--- config.mk ---
export PLATFORM = sky130hd
export DESIGN_NAME = adc_scan_sequencer
export DESIGN_NICKNAME = d
export VERILOG_FILES = /design/src/rtl/scan_seq_pkg.sv /design/src/rtl/scan_mask_gen.sv /design/src/rtl/scan_popcount.sv /design/src/rtl/scan_lowest_pick.sv /design/src/rtl/adc_scan_sequencer.sv
export SDC_FILE = /design/constraint.sdc
export NUM_CORES = 1
export LEC_CHECK = 0
export BUFFER_PORTS_ARGS = -buffer_cell sky130_fd_sc_hd__buf_2
export CORE_MARGIN = 3
export CORE_UTILIZATION = 45
export CTS_CLUSTER_SIZE = 10
export DETAILED_ROUTE_END_ITERATION = 8
export PLACE_DENSITY = 0.67
export SLEW_MARGIN = 40
export SYNTH_ARGS = -nofsm -noshare
export SYNTH_HDL_FRONTEND = slang
export SYNTH_SLANG_ARGS = --single-unit
--- constraint.sdc ---
create_clock -name clk_i -period 6.4 [get_ports clk_i]
set_input_delay 1.28 -clock clk_i [delete_from_list [all_inputs] [get_ports clk_i]]
set_output_delay 1.28 -clock clk_i [all_outputs]
set_load 0.05 [all_outputs]
--- src/rtl/scan_seq_pkg.sv ---
package scan_seq_pkg;

   localparam int MAX_CH  = 16;
   localparam int CODE_W  = 4;

   typedef enum logic [CODE_W-1:0] {
      MODE_LOW_EXT  = 4'b0100,
      MODE_HIGH_INT = 4'b0101,
      MODE_HIGH_EXT = 4'b0110,
      MODE_LIST_INT = 4'b0111,
      MODE_LIST_EXT = 4'b1000
   } scan_mode_e;

   typedef enum logic [1:0] {
      PAT_NONE,
      PAT_LOW,
      PAT_HIGH,
      PAT_LIST
   } pattern_e;

   typedef struct packed {
      pattern_e pat;
      logic     int_clk;
      logic     legal;
   } mode_info_t;

   function automatic mode_info_t decode_mode(logic [CODE_W-1:0] code);
      mode_info_t info;
      info = '{pat: PAT_NONE, int_clk: 1'b0, legal: 1'b0};
      case (code)
         MODE_LOW_EXT:  info = '{pat: PAT_LOW,  int_clk: 1'b0, legal: 1'b1};
         MODE_HIGH_INT: info = '{pat: PAT_HIGH, int_clk: 1'b1, legal: 1'b1};
         MODE_HIGH_EXT: info = '{pat: PAT_HIGH, int_clk: 1'b0, legal: 1'b1};
         MODE_LIST_INT: info = '{pat: PAT_LIST, int_clk: 1'b1, legal: 1'b1};
         MODE_LIST_EXT: info = '{pat: PAT_LIST, int_clk: 1'b0, legal: 1'b1};
         default:       info = '{pat: PAT_NONE, int_clk: 1'b0, legal: 1'b0};
      endcase
      return info;
   endfunction

endpackage

--- src/rtl/scan_mask_gen.sv ---
module scan_mask_gen
   import scan_seq_pkg::*;
#(
   parameter int NUM_CH = 16
)(
   input  mode_info_t        info_i,
   input  logic [3:0]        sel_i,
   input  logic [MAX_CH-1:0] list_i,
   output logic [NUM_CH-1:0] vec_o
);

   logic sel_in_range;
   assign sel_in_range = (int'(sel_i) < NUM_CH);

   for (genvar i = 0; i < NUM_CH; i++) begin : g_bit
      always_comb begin
         case (info_i.pat)
            PAT_LOW:  vec_o[i] = sel_in_range && (i <= int'(sel_i));
            PAT_HIGH: vec_o[i] = (i >= int'(sel_i));
            PAT_LIST: vec_o[i] = list_i[i];
            default:  vec_o[i] = 1'b0;
         endcase
      end
   end

   if (NUM_CH < MAX_CH) begin : g_unused_list
      logic unused_hi;
      assign unused_hi = ^list_i[MAX_CH-1:NUM_CH];
   end

endmodule

--- src/rtl/scan_popcount.sv ---
module scan_popcount #(
   parameter int W     = 16,
   parameter int CNT_W = $clog2(W+1)
)(
   input  logic [W-1:0]     vec_i,
   output logic [CNT_W-1:0] cnt_o
);

   always_comb begin
      cnt_o = '0;
      for (int i = 0; i < W; i++) begin
         cnt_o = cnt_o + CNT_W'(vec_i[i]);
      end
   end

endmodule

--- src/rtl/scan_lowest_pick.sv ---
module scan_lowest_pick #(
   parameter int NUM_CH = 16,
   parameter int CH_W   = $clog2(NUM_CH)
)(
   input  logic [NUM_CH-1:0] rem_i,
   output logic [CH_W-1:0]   idx_o,
   output logic              any_o,
   output logic              single_o
);

   localparam logic [NUM_CH-1:0] ONE = NUM_CH'(1);

   always_comb begin
      idx_o = '0;
      for (int i = NUM_CH-1; i >= 0; i--) begin
         if (rem_i[i]) idx_o = CH_W'(i);
      end
   end

   assign any_o    = |rem_i;
   assign single_o = any_o && ((rem_i & (rem_i - ONE)) == '0);

endmodule

--- src/rtl/adc_scan_sequencer.sv ---
module adc_scan_sequencer
   import scan_seq_pkg::*;
#(
   parameter int NUM_CH = 16,
   localparam int CH_W  = $clog2(NUM_CH),
   localparam int CNT_W = $clog2(NUM_CH+1)
)(
   input  logic              clk_i,
   input  logic              rst_ni,
   input  logic              start_i,
   input  logic [3:0]        mode_i,
   input  logic [3:0]        chsel_i,
   input  logic [MAX_CH-1:0] custom_mask_i,
   input  logic              avg_req_i,
   input  logic              ext_strobe_i,
   input  logic              int_done_i,
   output logic              busy_o,
   output logic [CH_W-1:0]   ch_o,
   output logic              last_o,
   output logic              done_o,
   output logic [CNT_W-1:0]  result_cnt_o,
   output logic              invalid_o,
   output logic              avg_en_o
);

   if (!(NUM_CH == 8 || NUM_CH == 16)) begin : g_bad_num_ch
      $error("adc_scan_sequencer: NUM_CH must be 8 or 16");
   end

   localparam logic [NUM_CH-1:0] ONE = NUM_CH'(1);

   mode_info_t          info_d;
   logic [NUM_CH-1:0]   vec_d;
   logic [CNT_W-1:0]    cnt_d;
   logic [NUM_CH-1:0]   rem_q;
   logic [CNT_W-1:0]    cnt_q;
   logic                int_q;
   logic                ext_q;
   logic                invalid_q;
   logic                done_q;
   logic                accept;
   logic                adv;
   logic                busy;
   logic                last;
   logic [CH_W-1:0]     cur_ch;

   assign info_d = decode_mode(mode_i);

   scan_mask_gen #(.NUM_CH(NUM_CH)) u_mask (
      .info_i (info_d),
      .sel_i  (chsel_i),
      .list_i (custom_mask_i),
      .vec_o  (vec_d)
   );

   scan_popcount #(.W(NUM_CH), .CNT_W(CNT_W)) u_count (
      .vec_i (vec_d),
      .cnt_o (cnt_d)
   );

   scan_lowest_pick #(.NUM_CH(NUM_CH), .CH_W(CH_W)) u_pick (
      .rem_i    (rem_q),
      .idx_o    (cur_ch),
      .any_o    (busy),
      .single_o (last)
   );

   assign accept = start_i && !busy;
   assign adv    = busy && (int_q ? int_done_i : ext_strobe_i);

   always_ff @(posedge clk_i or negedge rst_ni) begin
      if (!rst_ni) begin
         rem_q     <= '0;
         cnt_q     <= '0;
         int_q     <= 1'b0;
         ext_q     <= 1'b0;
         invalid_q <= 1'b0;
         done_q    <= 1'b0;
      end else begin
         done_q <= 1'b0;
         if (accept) begin
            rem_q     <= vec_d;
            cnt_q     <= cnt_d;
            int_q     <= info_d.legal && info_d.int_clk;
            ext_q     <= info_d.legal && !info_d.int_clk;
            invalid_q <= !info_d.legal;
            done_q    <= (vec_d == '0);
         end else if (adv) begin
            rem_q  <= rem_q & ~(ONE << cur_ch);
            done_q <= last;
         end
      end
   end

   assign busy_o       = busy;
   assign ch_o         = cur_ch;
   assign last_o       = last;
   assign done_o       = done_q;
   assign result_cnt_o = cnt_q;
   assign invalid_o    = invalid_q;
   assign avg_en_o     = avg_req_i && int_q;

   AST_LAST_WHILE_BUSY: assert property (@(posedge clk_i) disable iff (!rst_ni)
      last_o |-> busy_o);
   AST_HOLD_WITHOUT_EVENT: assert property (@(posedge clk_i) disable iff (!rst_ni)
      (busy_o && !adv) |=> (busy_o && $stable(ch_o)));
   AST_ASCENDING_ORDER: assert property (@(posedge clk_i) disable iff (!rst_ni)
      (busy_o && adv && !last_o) |=> (busy_o && (ch_o > $past(ch_o))));
   AST_END_AFTER_LAST: assert property (@(posedge clk_i) disable iff (!rst_ni)
      (busy_o && adv && last_o) |=> (!busy_o && done_o));
   AST_INVALID_IDLE: assert property (@(posedge clk_i) disable iff (!rst_ni)
      invalid_o |-> (!busy_o && (result_cnt_o == '0)));
   AST_EXT_NO_AVG: assert property (@(posedge clk_i) disable iff (!rst_ni)
      ext_q |-> !avg_en_o);
   AST_START_WHILE_BUSY: assert property (@(posedge clk_i) disable iff (!rst_ni)
      (busy_o && start_i) |=> $stable(result_cnt_o));

endmodule

==> reports/results.tsv <==
stage	metric	value	unit
logic_synthesis	synth_area	2390	µm²
final_layout	final_nets	382	
clock_network	path_clk_slew	80	ps
placed_design	numPortBuffers	43	
power	p_leak	1.32	nW
clock_network	hold_buffers	0	
grt	grt-ovfl-total	0	
route	drt-total-wl	6830	µm
route	via_count	2411	
sta	relSlewSlack	51.8	%
clock_network	root_buffer	clkbuf_8	
route	drt-wirelength-per-cell	17.1	µm
grt	top_usage_layer	met2	
sta	fin_crit_sh	92.4	%
power	p_clk_share	7.2	%
sta	min_period	5910	ps
clock_network	cts_buffers	3	
power	seqPwrFrac	20.9	%
placed_design	routabilityCongestion	0.897	
final_layout	fin_util	54.9	%
grt	use_met2	38.3	%
logic_synthesis	syn_nets	344	
final_layout	drive_above_1_share	20.1	%
sta	skew	9.72	ps
grt	grt_usage	23.7	%
power	peakVddDrop	0.000201	V
floorplanning	coreArea	4940	µm²
logic_synthesis	syn_inst	297	
sta	fmax	169	MHz
worst_setup_path	cp_max_fo	11	
route	via_per_inst	6.03	
worst_hold_path	min_path_type	register to register	
grt	grt_pass1_vias	2375	
route	drt_first_pass_iters	5	
grt	grt_util_met3	3.40	%
sta	slew_violations	0	
logic_synthesis	synth-warning-count	0	
floorplanning	start_util	48.5	%
worst_setup_path	end_kind	register	
clock_network	cts.sinks	24	
grt	antenna_found_initial	0	
power	swShare	59.1	%
floorplanning	die-height	79.0	µm
logic_synthesis	synth_edf_count	0	
logic_synthesis	synth_ff_type	dfrtp_1	
clock_network	insertion_delay	270	ps
clock_network	cts.repair.resized	0	
worst_setup_path	path_class	primary input to register	
route	ant_nets	0	
sta	fin_ws	489	ps
final_layout	syn_to_final_growth	13.3	%
worst_setup_path	cp.arrival	6070	ps
logic_synthesis	synth.avg_cell_area	8.06	µm²
placed_design	post-place-ws	208	ps
power	p_comb_share	71.9	%
placed_design	dp_hpwl	5390	µm
route	dr.first_iter.drc_count	231	
sta	finalSetupViolCount	0	
clock_network	htree_levels	1	
status	status	finished, final reports clean	
logic_synthesis	async_flop_share	100	%
floorplanning	io_pins	44	
power	totalPowerFinal	0.00127	W
sta	rsz0062_at_grt	false	
route	drc	0	
clock_network	postCtsSetupBuffers	0	
clock_network	clock_path_buffers	2	
logic_synthesis	yosys-top-cells-count	nand2_1, dfrtp_1, inv_1, o21ai_0, nor2_1	
sta	hold_viol_final	0	
clock_network	cts_tree	done	
worst_setup_path	critical_path_required	6560	ps
logic_synthesis	yosysMostFrequentCell	nand2_1	
worst_setup_path	critPathLaunchType	primary input	
power	p_sw	0.000749	W
logic_synthesis	synthTopCellsByArea	dfrtp_1, fa_1, nand2_1	
final_layout	antenna_cells	0	
sta	tns	0	ps
run	cap_violations	0	
logic_synthesis	synth_top_cell_by_area	dfrtp_1	
floorplanning	die_x	79.0	µm
grt	grt_pass1_wl	11800	µm
logic_synthesis	yosysTopAreaCellShare	25.1	%
power	powerDensity	467	nW/µm²
floorplanning	dieArea	6230	µm²
sta	worstMarginPinSlew	720	ps
logic_synthesis	synth_seq_area_share	25.1	%
logic_synthesis	ys_ff_latch	24	
grt	grt_max_degree	25	
power	internal_power	0.000518	W
logic_synthesis	yosysUniqueCellTypes	56	
grt	met1_usage	33.9	%
floorplanning	rows	25	
worst max-delay path: stages:
cell,delay [ps]
buf_2,150
or4b_2,840
a21oi_1,180
a221oi_1,100
inv_1,90
ha_1,120
inv_1,50
fa_1,520
inv_1,50
fa_1,460
fa_1,520
fa_1,520
fa_1,470
fa_1,410
a21o_1,190
nand3_1,70
nand2_1,50
cell type report:
cell class	count	area (µm²)
Multi-Input combinational cell	230	1620
Tap cell	67	83.8
Timing Repair Buffer	52	283
Sequential cell	24	601
Inverter	24	90.1
Fill cell	503	2230
Clock buffer	3	41.3
per-layer routing:
metal	part of all wire, %	vias up
li1	-	1166
met1	47	1137
met2	46	100
met3	5.4	8
met4	1.5	0
met5	0	-
power by group through the flow:
stage / registers (W) / clock network, W / logic (W)
global placement: 0.000264 / 0 / 0.000902
finish: 0.000265 / 0.0000908 / 0.000912
global route: 0.000274 / 0.0000992 / 0.000995
detailed placement: 0.000265 / 0 / 0.000905
floorplan: 0.000275 / 0 / 0.000691
CTS: 0.000262 / 0.0000915 / 0.000908
cell families after synthesis:
logic type,after synthesis,synth area share [%]
XOR/XNOR,4,1.46
buffers and inverters,43,7.52
flip-flops,24,25.1
AND/OR/NAND/NOR,112,24.7
adder cells (fa/ha/maj),19,12.9
AO/OA/AOI/OAI,92,27.1
multiplexers,3,1.31
sequential cells by signal, summed over array words and instances, names as in the netlist:
signal and count:
done_o 1, int_q 1, invalid_o 1, rem_q 16, result_cnt_o 5
stage by stage:
stage / std cells / hold slack [ps] / area, µm²
4_1_cts: 400 / 472 / 2710
3_3_place_gp: 397 / 452 / 2670
3_5_place_dp: 397 / 454 / 2670
6_report: 400 / 470 / 2710
2_1_floorplan: 297 / 504 / 2390
5_1_grt: 400 / 508 / 2710
cells in the final DEF, fill, tap and decap left out, types with 4 or more instances in the layout:
master    instances
dfrtp_1          24
ha_1              7
nor2_1           16
nand2_1          41
buf_4             9
a21oi_1          15
fa_1             10
o21ai_0          23
and2_1            5
nor3_1           11
nand2b_1          4
or2_2             5
o221ai_1          6
nand3_1           8
a221oi_1          4
a22oi_1           7
buf_2            43
a21o_1            5
a221o_1           6
inv_1            24
final timing paths:
path	cells past startpoint	from	endpoint	slack [ps]
worst max-delay path	17	mode_i[1]	result_cnt_o[4]$_DFFE_PN0P_	490
worst min-delay path	2	result_cnt_o[1]$_DFFE_PN0P_	result_cnt_o[1]$_DFFE_PN0P_	470
worst max register to register	6	rem_q[9]$_DFFE_PN0P_	done_o$_DFF_PN0_	3640
worst min register to register	2	result_cnt_o[1]$_DFFE_PN0P_	result_cnt_o[1]$_DFFE_PN0P_	470
max in group asynchronous	1	rst_ni	result_cnt_o[3]$_DFFE_PN0P_	5040
min in group asynchronous	1	rst_ni	rem_q[5]$_DFFE_PN0P_	980
(Power assumes the default switching activity.)
